==> config.mk <==
export PLATFORM = sky130hd
export DESIGN_NAME = mux_bus_seq
export DESIGN_NICKNAME = d
export VERILOG_FILES = /design/src/rtl/mux_bus_seq.sv
export SDC_FILE = /design/constraint.sdc
export NUM_CORES = 1
export LEC_CHECK = 0
export BUFFER_PORTS_ARGS = -buffer_cell sky130_fd_sc_hd__buf_2
export CAP_MARGIN = 20
export CORE_MARGIN = 3
export CORE_UTILIZATION = 53
export DETAILED_ROUTE_END_ITERATION = 8
export GPL_ROUTABILITY_DRIVEN = 0
export PLACE_DENSITY = 0.94
export SYNTH_ARGS = -nofsm -noshare
export SYNTH_HDL_FRONTEND = slang
export SYNTH_SLANG_ARGS = --single-unit
export TNS_END_PERCENT = 1
==> constraint.sdc <==
create_clock -name clk -period 3.79 [get_ports clk]
set_input_delay 0.1895 -clock clk [delete_from_list [all_inputs] [get_ports clk]]
set_output_delay 0.1895 -clock clk [all_outputs]
set_load 0.005 [all_outputs]
==> src/rtl/mux_bus_seq.sv <==
module mux_bus_seq #(
  parameter int AW = 16
) (
  input  logic          clk,
  input  logic          rst_n,
  input  logic          req_valid,
  input  logic          req_write,
  input  logic          req_word,
  input  logic [AW-1:0] req_addr,
  input  logic [15:0]   req_wdata,
  output logic          req_ready,
  output logic          done,
  output logic [15:0]   rd_data,
  input  logic          cfg_hb_role,
  input  logic          cfg_wa,
  input  logic          cfg_wb,
  input  logic          width_pin,
  output logic          ale,
  output logic          rd_n,
  output logic          wr_n,
  output logic          hb_n,
  output logic [15:0]   ad_out,
  output logic          ad_oe,
  input  logic [15:0]   ad_in
);

  typedef enum logic [1:0] {S_IDLE, S_ADDR, S_DATA, S_END} st_t;

  st_t           st;
  logic [AW-1:0] cur_addr;
  logic          is_wr, is_word, bus16, second;
  logic [15:0]   wdat;
  logic [7:0]    rd_lo, rd_hi;

  wire wide_now = cfg_wa & (~cfg_wb | width_pin);
  wire split    = is_word & ~bus16;
  wire in_addr  = (st == S_ADDR);
  wire in_data  = (st == S_DATA);
  wire hi_lane  = bus16 & (is_word | cur_addr[0]);
  wire lo_lane  = ~bus16 | is_word | ~cur_addr[0];

  always_ff @(posedge clk or negedge rst_n) begin
    if (!rst_n) begin
      st       <= S_IDLE;
      cur_addr <= '0;
      is_wr    <= 1'b0;
      is_word  <= 1'b0;
      bus16    <= 1'b0;
      second   <= 1'b0;
      wdat     <= '0;
      rd_lo    <= '0;
      rd_hi    <= '0;
    end else begin
      case (st)
        S_IDLE: if (req_valid) begin
          is_wr    <= req_write;
          is_word  <= req_word;
          wdat     <= req_wdata;
          bus16    <= wide_now;
          second   <= 1'b0;
          cur_addr <= req_word ? {req_addr[AW-1:1], 1'b0} : req_addr;
          st       <= S_ADDR;
        end
        S_ADDR: st <= S_DATA;
        S_DATA: begin
          if (!is_wr) begin
            if (bus16) begin
              if (is_word) begin
                rd_hi <= ad_in[15:8];
                rd_lo <= ad_in[7:0];
              end else begin
                rd_hi <= 8'h00;
                rd_lo <= cur_addr[0] ? ad_in[15:8] : ad_in[7:0];
              end
            end else if (second) begin
              rd_hi <= ad_in[7:0];
            end else begin
              rd_hi <= 8'h00;
              rd_lo <= ad_in[7:0];
            end
          end
          st <= S_END;
        end
        default: begin
          if (split && !second) begin
            second      <= 1'b1;
            cur_addr[0] <= 1'b1;
            st          <= S_ADDR;
          end else begin
            st <= S_IDLE;
          end
        end
      endcase
    end
  end

  logic [15:0] wr_bus;
  always_comb begin
    if (!bus16)
      wr_bus = {8'h00, second ? wdat[15:8] : wdat[7:0]};
    else if (is_word)
      wr_bus = wdat;
    else if (cur_addr[0])
      wr_bus = {wdat[7:0], 8'h00};
    else
      wr_bus = {8'h00, wdat[7:0]};
  end

  assign req_ready = (st == S_IDLE);
  assign done      = (st == S_END) & ~(split & ~second);
  assign rd_data   = {rd_hi, rd_lo};
  assign ale       = in_addr;
  assign rd_n      = ~(in_data & ~is_wr);
  assign wr_n      = ~(in_data & is_wr & (cfg_hb_role | lo_lane));
  assign hb_n      = cfg_hb_role ? ~((in_addr | in_data) & hi_lane)
                                 : ~(in_data & is_wr & hi_lane);
  assign ad_oe     = in_addr | (in_data & is_wr);
  assign ad_out    = in_addr ? 16'(cur_addr) : (in_data & is_wr) ? wr_bus : 16'h0000;

endmodule

# Yosys cells after proc, flatten, opt, wreduce, memory -nomap -nowiden

Index checks and enable logic that the tools add are counted.

Flip-flop bits (word level): 54
Input bits: 57
Output and inout bits: 39
Logic and storage cells: 75

Eq/ne operators: 5
Mux-type cells: 23
Bitwise gates (word level): 28
Reductions and logical operators: 9

Operator list:

| operator                                                               | number |
|---|---|
| 16-bit two-way mux                                                     | 5 |
| 8-bit two-way mux                                                      | 8 |
| 1-bit NOT                                                              | 11 |
| 1-bit bitwise AND                                                      | 10 |
| 1-bit OR                                                               | 7 |
| 1-bit two-way mux                                                      | 6 |
| 2-bit one-hot mux with 3 select lines                                  | 1 |
| 3-bit AND reduction                                                    | 2 |
| 2-bit equality test (second input constant)                            | 2 |
| 2-bit != test (second input constant)                                  | 2 |
| 1-bit one-hot mux with 2 select lines                                  | 2 |
| 2-bit AND reduction                                                    | 2 |
| 2-bit by 1-bit equality test with 1-bit output (second input constant) | 1 |
| 2-bit zero test                                                        | 1 |
| 2-bit two-way mux                                                      | 1 |
| 2-bit nonzero test                                                     | 1 |
| 2-bit OR reduction                                                     | 1 |
| 1-bit logical AND                                                      | 1 |
| 1-bit zero test                                                        | 1 |

# Longest topological paths before layout

Depth in word-level cells: 6
Gate-level depth with buffers: 7
Gate-level depth less buffers: 6

# Worst setup path after synthesis

OpenSTA, ideal clock, no wires.

Path kind: reg-to-output
Start: reg st[1]
End: out ad_out[10]
Arrival: 1.483 ns
Data required time: 3.601 ns
Slack: 2.117 ns
Cell stages (with the launch flop): 6
Path buffers: 1
Cells stage by stage: dfrtp_1 -> inv_1 -> ha_1 -> clkbuf_1 -> or3_1 -> o21ai_0

Elaborated cells on any way between the ends: 5
Those cells by class: 2 x eq/ne; 2 x mux; 1 x bitwise

RTL lines:

| element                                        | line | source |
|---|---|---|
| from (decl)                                    | 29   | `st_t st;` |
| from (signal assigned)                         | 44   | `st <= S_IDLE;` |
| from (signal assigned)                         | 62   | `st <= S_ADDR;` |
| from (signal assigned)                         | 64   | `S_ADDR: st <= S_DATA;` |
| 2-bit by 1-bit equality test with 1-bit output | 37   | `wire in_addr = (st == S_ADDR);` |
| named net ale                                  | 18   | `output logic ale,` |
| 16-bit two-way mux                             | 118  | `assign ad_out = in_addr ? 16'(cur_addr) : (in_data & is_wr) ? wr_bus : 16'h0000;` |
| to (decl)                                      | 22   | `output logic [15:0] ad_out,` |

The timed path passes the listed nets, and every way through them passes these cells.

# Worst setup path in the final report

Start: reg st[1]
End: out ad_out[8]

Longest elaborated chain between the ends: 4
Elaborated cells on any way between the ends: 5
Those cells by class: 2 x eq/ne; 2 x mux; 1 x bitwise

Ends and longest elaborated chain:

| element              | line | source |
|---|---|---|
| 2-bit equality test  | 38   | `wire in_data = (st == S_DATA);` |
| 1-bit bitwise AND    | 118  |  |
| 16-bit two-way mux   | 118  |  |
| 16-bit two-way mux * | 118  |  |

Every way passes the cells marked *; elsewhere a longest branch is shown, timed or not.

==> reports/summary.txt <==
Setup WS pre-CTS: 1696 ps
Count of state elements after synthesis: 54
Worst Path Buf+Inv: 2
Clock Sink Count: 54
R2R Path Start: st[0]
GRT Total Usage: 22.26%
Failing checks: negative hold slack
Fin crit share: 65.11%
Rel. slew slack: 45.19%
ANT cells: 0
Gr ovfl total: 0
Post-cts resize count: 0
Reg2Reg Setup Slack: 1770 ps
Final setup vio count: 0
H-Tree Level Count: 2
Io pins: 96
Asr flop ratio synth: 100.0%
WHS: -30.17 ps
Total wire length: 6572 µm
Clock Skew: 5.131 ps
Number of flops mapped to enable cells by yosys: 0
Clock-pin slew on the worst setup and hold paths: 100 ps
Critical Path Start Type: flop
Max cap viols: 0
Initial antenna violation count: 0
DR WL/cell: 15.80 µm
Pins Over Slew Limit: 0
Layout area overhead: 22.88%
Status: complete, but fails checks
CTS tree: done
Fillers: 394
Post-DP Area: 3197 µm²
Drt drc: 0
Vias in the first global route: 2,203
Arr. time, crit path: 2280 ps
Netlist Area Pre-Place: 2696 µm²
Post-Synthesis Cells: 258
Initial Util: 55.97%
PortBufs: 95
Cell variety after synth: 29
First-pass iteration count of the detailed router: 4
Via density: 5.452
CTS Buffer Depth: 2
Row cnt: 25
Worst slew pin tran: 820.4 ps
Synth Area per Inst: 10.45 µm²
Crit-path max FO: 21
DP HPWL: 4846 µm
Post-CTS setup repair buffer count: 0
Starting DRT DRC Count: 86
Post-synth top flop: dfrtp_1
Crit path cell chain: inv_1 -> ha_1 -> or3_1 -> o21ai_0 -> buf_2
CORE AREA: 4817 µm²
Crit-path max cell delay: 630 ps
Slowest cell on the critical path: or3_1
Via count: 2,268
Top delay family on crit path: simple AND/OR/NAND/NOR gates
Post-synthesis sequential area ratio: 50.12%
Clk root buf: clkbuf_8
Antenna Nets Post-Route: 0
Storage element area: 1351 µm²
WS Path Type: flop to output pin
Synth warn: 0
PwrDens: 828.2 nW/µm²
Hold crit path type: input pin to async pin
Post-layout instance area: 3313 µm²
Synthesized Nets: 320
Full die area: 5979 µm²
Area of the multi-input gates: 1237 µm²
Reg2Reg Capture Point: rd_lo[4]
Ratio of cells with drive above 1 in the final layout: 40.11%
Die Wd: 77.33 µm
Leak Pwr: 1.633 nW
CTS buffer count: 5
Req. time, crit path: 3600 ps
Fmax: 405.3 MHz
Setup_tns: 0 ps
Crit path time final: 2468 ps
Unrepaired setup endpoints after global routing: no
Clk Latency, worst-skew pair: 320 ps
VDD IR max: 0.4059 mV
CP Capture Type: output pin
Post-CTS Hold Buffers: 0
Die Y: 77.33 µm
First-pass GRT wire length: 10,450 µm
# nets final: 410
Hold Fails Final Rpt: 22
Setup WS post-layout: 1322 ps
Largest net degree at the start of global routing: 55
R2R depth: 7
-- synth_stat cells (5+ instances only) --
master    number  area [µm²]
a21oi_1       12       60.06
a221oi_1       8       70.07
a31oi_1        8       50.05
buf_2          8       40.04
dfrtp_1       54        1351
ha_1           5       62.56
inv_1          6       22.52
mux2_2        33       371.6
mux2i_1       15       150.1
nand2_1       41       153.9
nand2b_1       5       31.28
nor2_1        16       60.06
o21ai_0       14       70.07
o21ai_1        8       40.04
-- per-stage QoR --
stage / power, mW / instances / util (%)
floorplan: 1.912 / 258 / -
global placement: 2.279 / 408 / 66.36
detailed placement: 2.350 / 408 / 66.36
CTS: 2.760 / 416 / 68.78
global route: 2.946 / 416 / 68.78
finish: 2.744 / 416 / 68.78
-- metal layers --
layer  global-route usage, %  vias up  share of wire, %
li1                        -     1080                 -
met1                   28.73     1050                42
met2                   36.01      127                47
met3                   6.338       11               9.6
met4                   7.473        0               1.7
met5                       0        -                 0
-- sequential cells by signal (all words and copies together) (netlist names) --
name,cells
second,1
rd_lo,8
is_wr,1
bus16,1
rd_hi,8
is_word,1
cur_addr,16
wdat,16
st,2
-- cells in the final DEF (no fill, tap or decap), types with 3 or more instances in the layout --
cell | Yosys | final
ha_1 | 5 | 5
mux2_2 | 33 | 33
clkbuf_8 | 0 | 5
a21oi_1 | 12 | 12
a221oi_1 | 8 | 8
dfrtp_1 | 54 | 54
o21ai_1 | 8 | 8
o21ai_0 | 14 | 14
inv_1 | 6 | 6
a31oi_1 | 8 | 8
nor2_1 | 16 | 16
buf_4 | 0 | 3
buf_2 | 8 | 95
nand2b_1 | 5 | 5
nor2b_1 | 4 | 4
mux2i_1 | 15 | 15
nand2_1 | 41 | 41
-- worst max-delay path by stage --
stage                      end    start  slack [ps]  depth (start not counted)
floorplan           ad_out[10]    st[1]        2120                          5
global placement     ad_out[0]  is_word        1750                          4
detailed placement   ad_out[0]    st[1]        1700                          5
CTS                  ad_out[8]    st[1]        1340                          5
global route        ad_out[11]    st[1]        1200                          5
finish               ad_out[8]    st[1]        1320                          5
-- kinds of logic (layout without fill, tap and decap cells) --
group | Yosys count | in the layout | synth area share (%)
and+or+nand+nor | 74 | 74 | 12.11
AOI/OAI and AO/OA | 55 | 55 | 12.11
DFF | 54 | 54 | 50.12
muxes | 48 | 48 | 19.35
buffers and inverters | 22 | 113 | 3.991
adders and majority gates | 5 | 5 | 2.320
-- worst reg2reg max path, stage by stage (launching register included) --
cell and delay (ps):
dfrtp_1 450, inv_1 110, ha_1 180, nor2b_1 130
buf_4 220, clkinv_1 290, nor2_2 350, a31oi_1 160
-- final cells by class --
type | count | share of cell area (%)
inverter | 7 | 0.7931
timing repair buffer | 98 | 15.03
multi-input combinational | 182 | 37.35
clock buffer | 5 | 2.077
tap | 67 | 2.530
clock inverter | 3 | 1.435
sequential | 54 | 40.79
-- where the power goes --
group / internal (mW) / leakage [nW] / switching, mW
registers: 0.871 / 0.628 / 0.222
logic: 0.616 / 0.946 / 0.632
clock network: 0.202 / 0.0591 / 0.202
total: 1.69 / 1.63 / 1.06
Note: power is estimated with default switching activity, not from simulation.
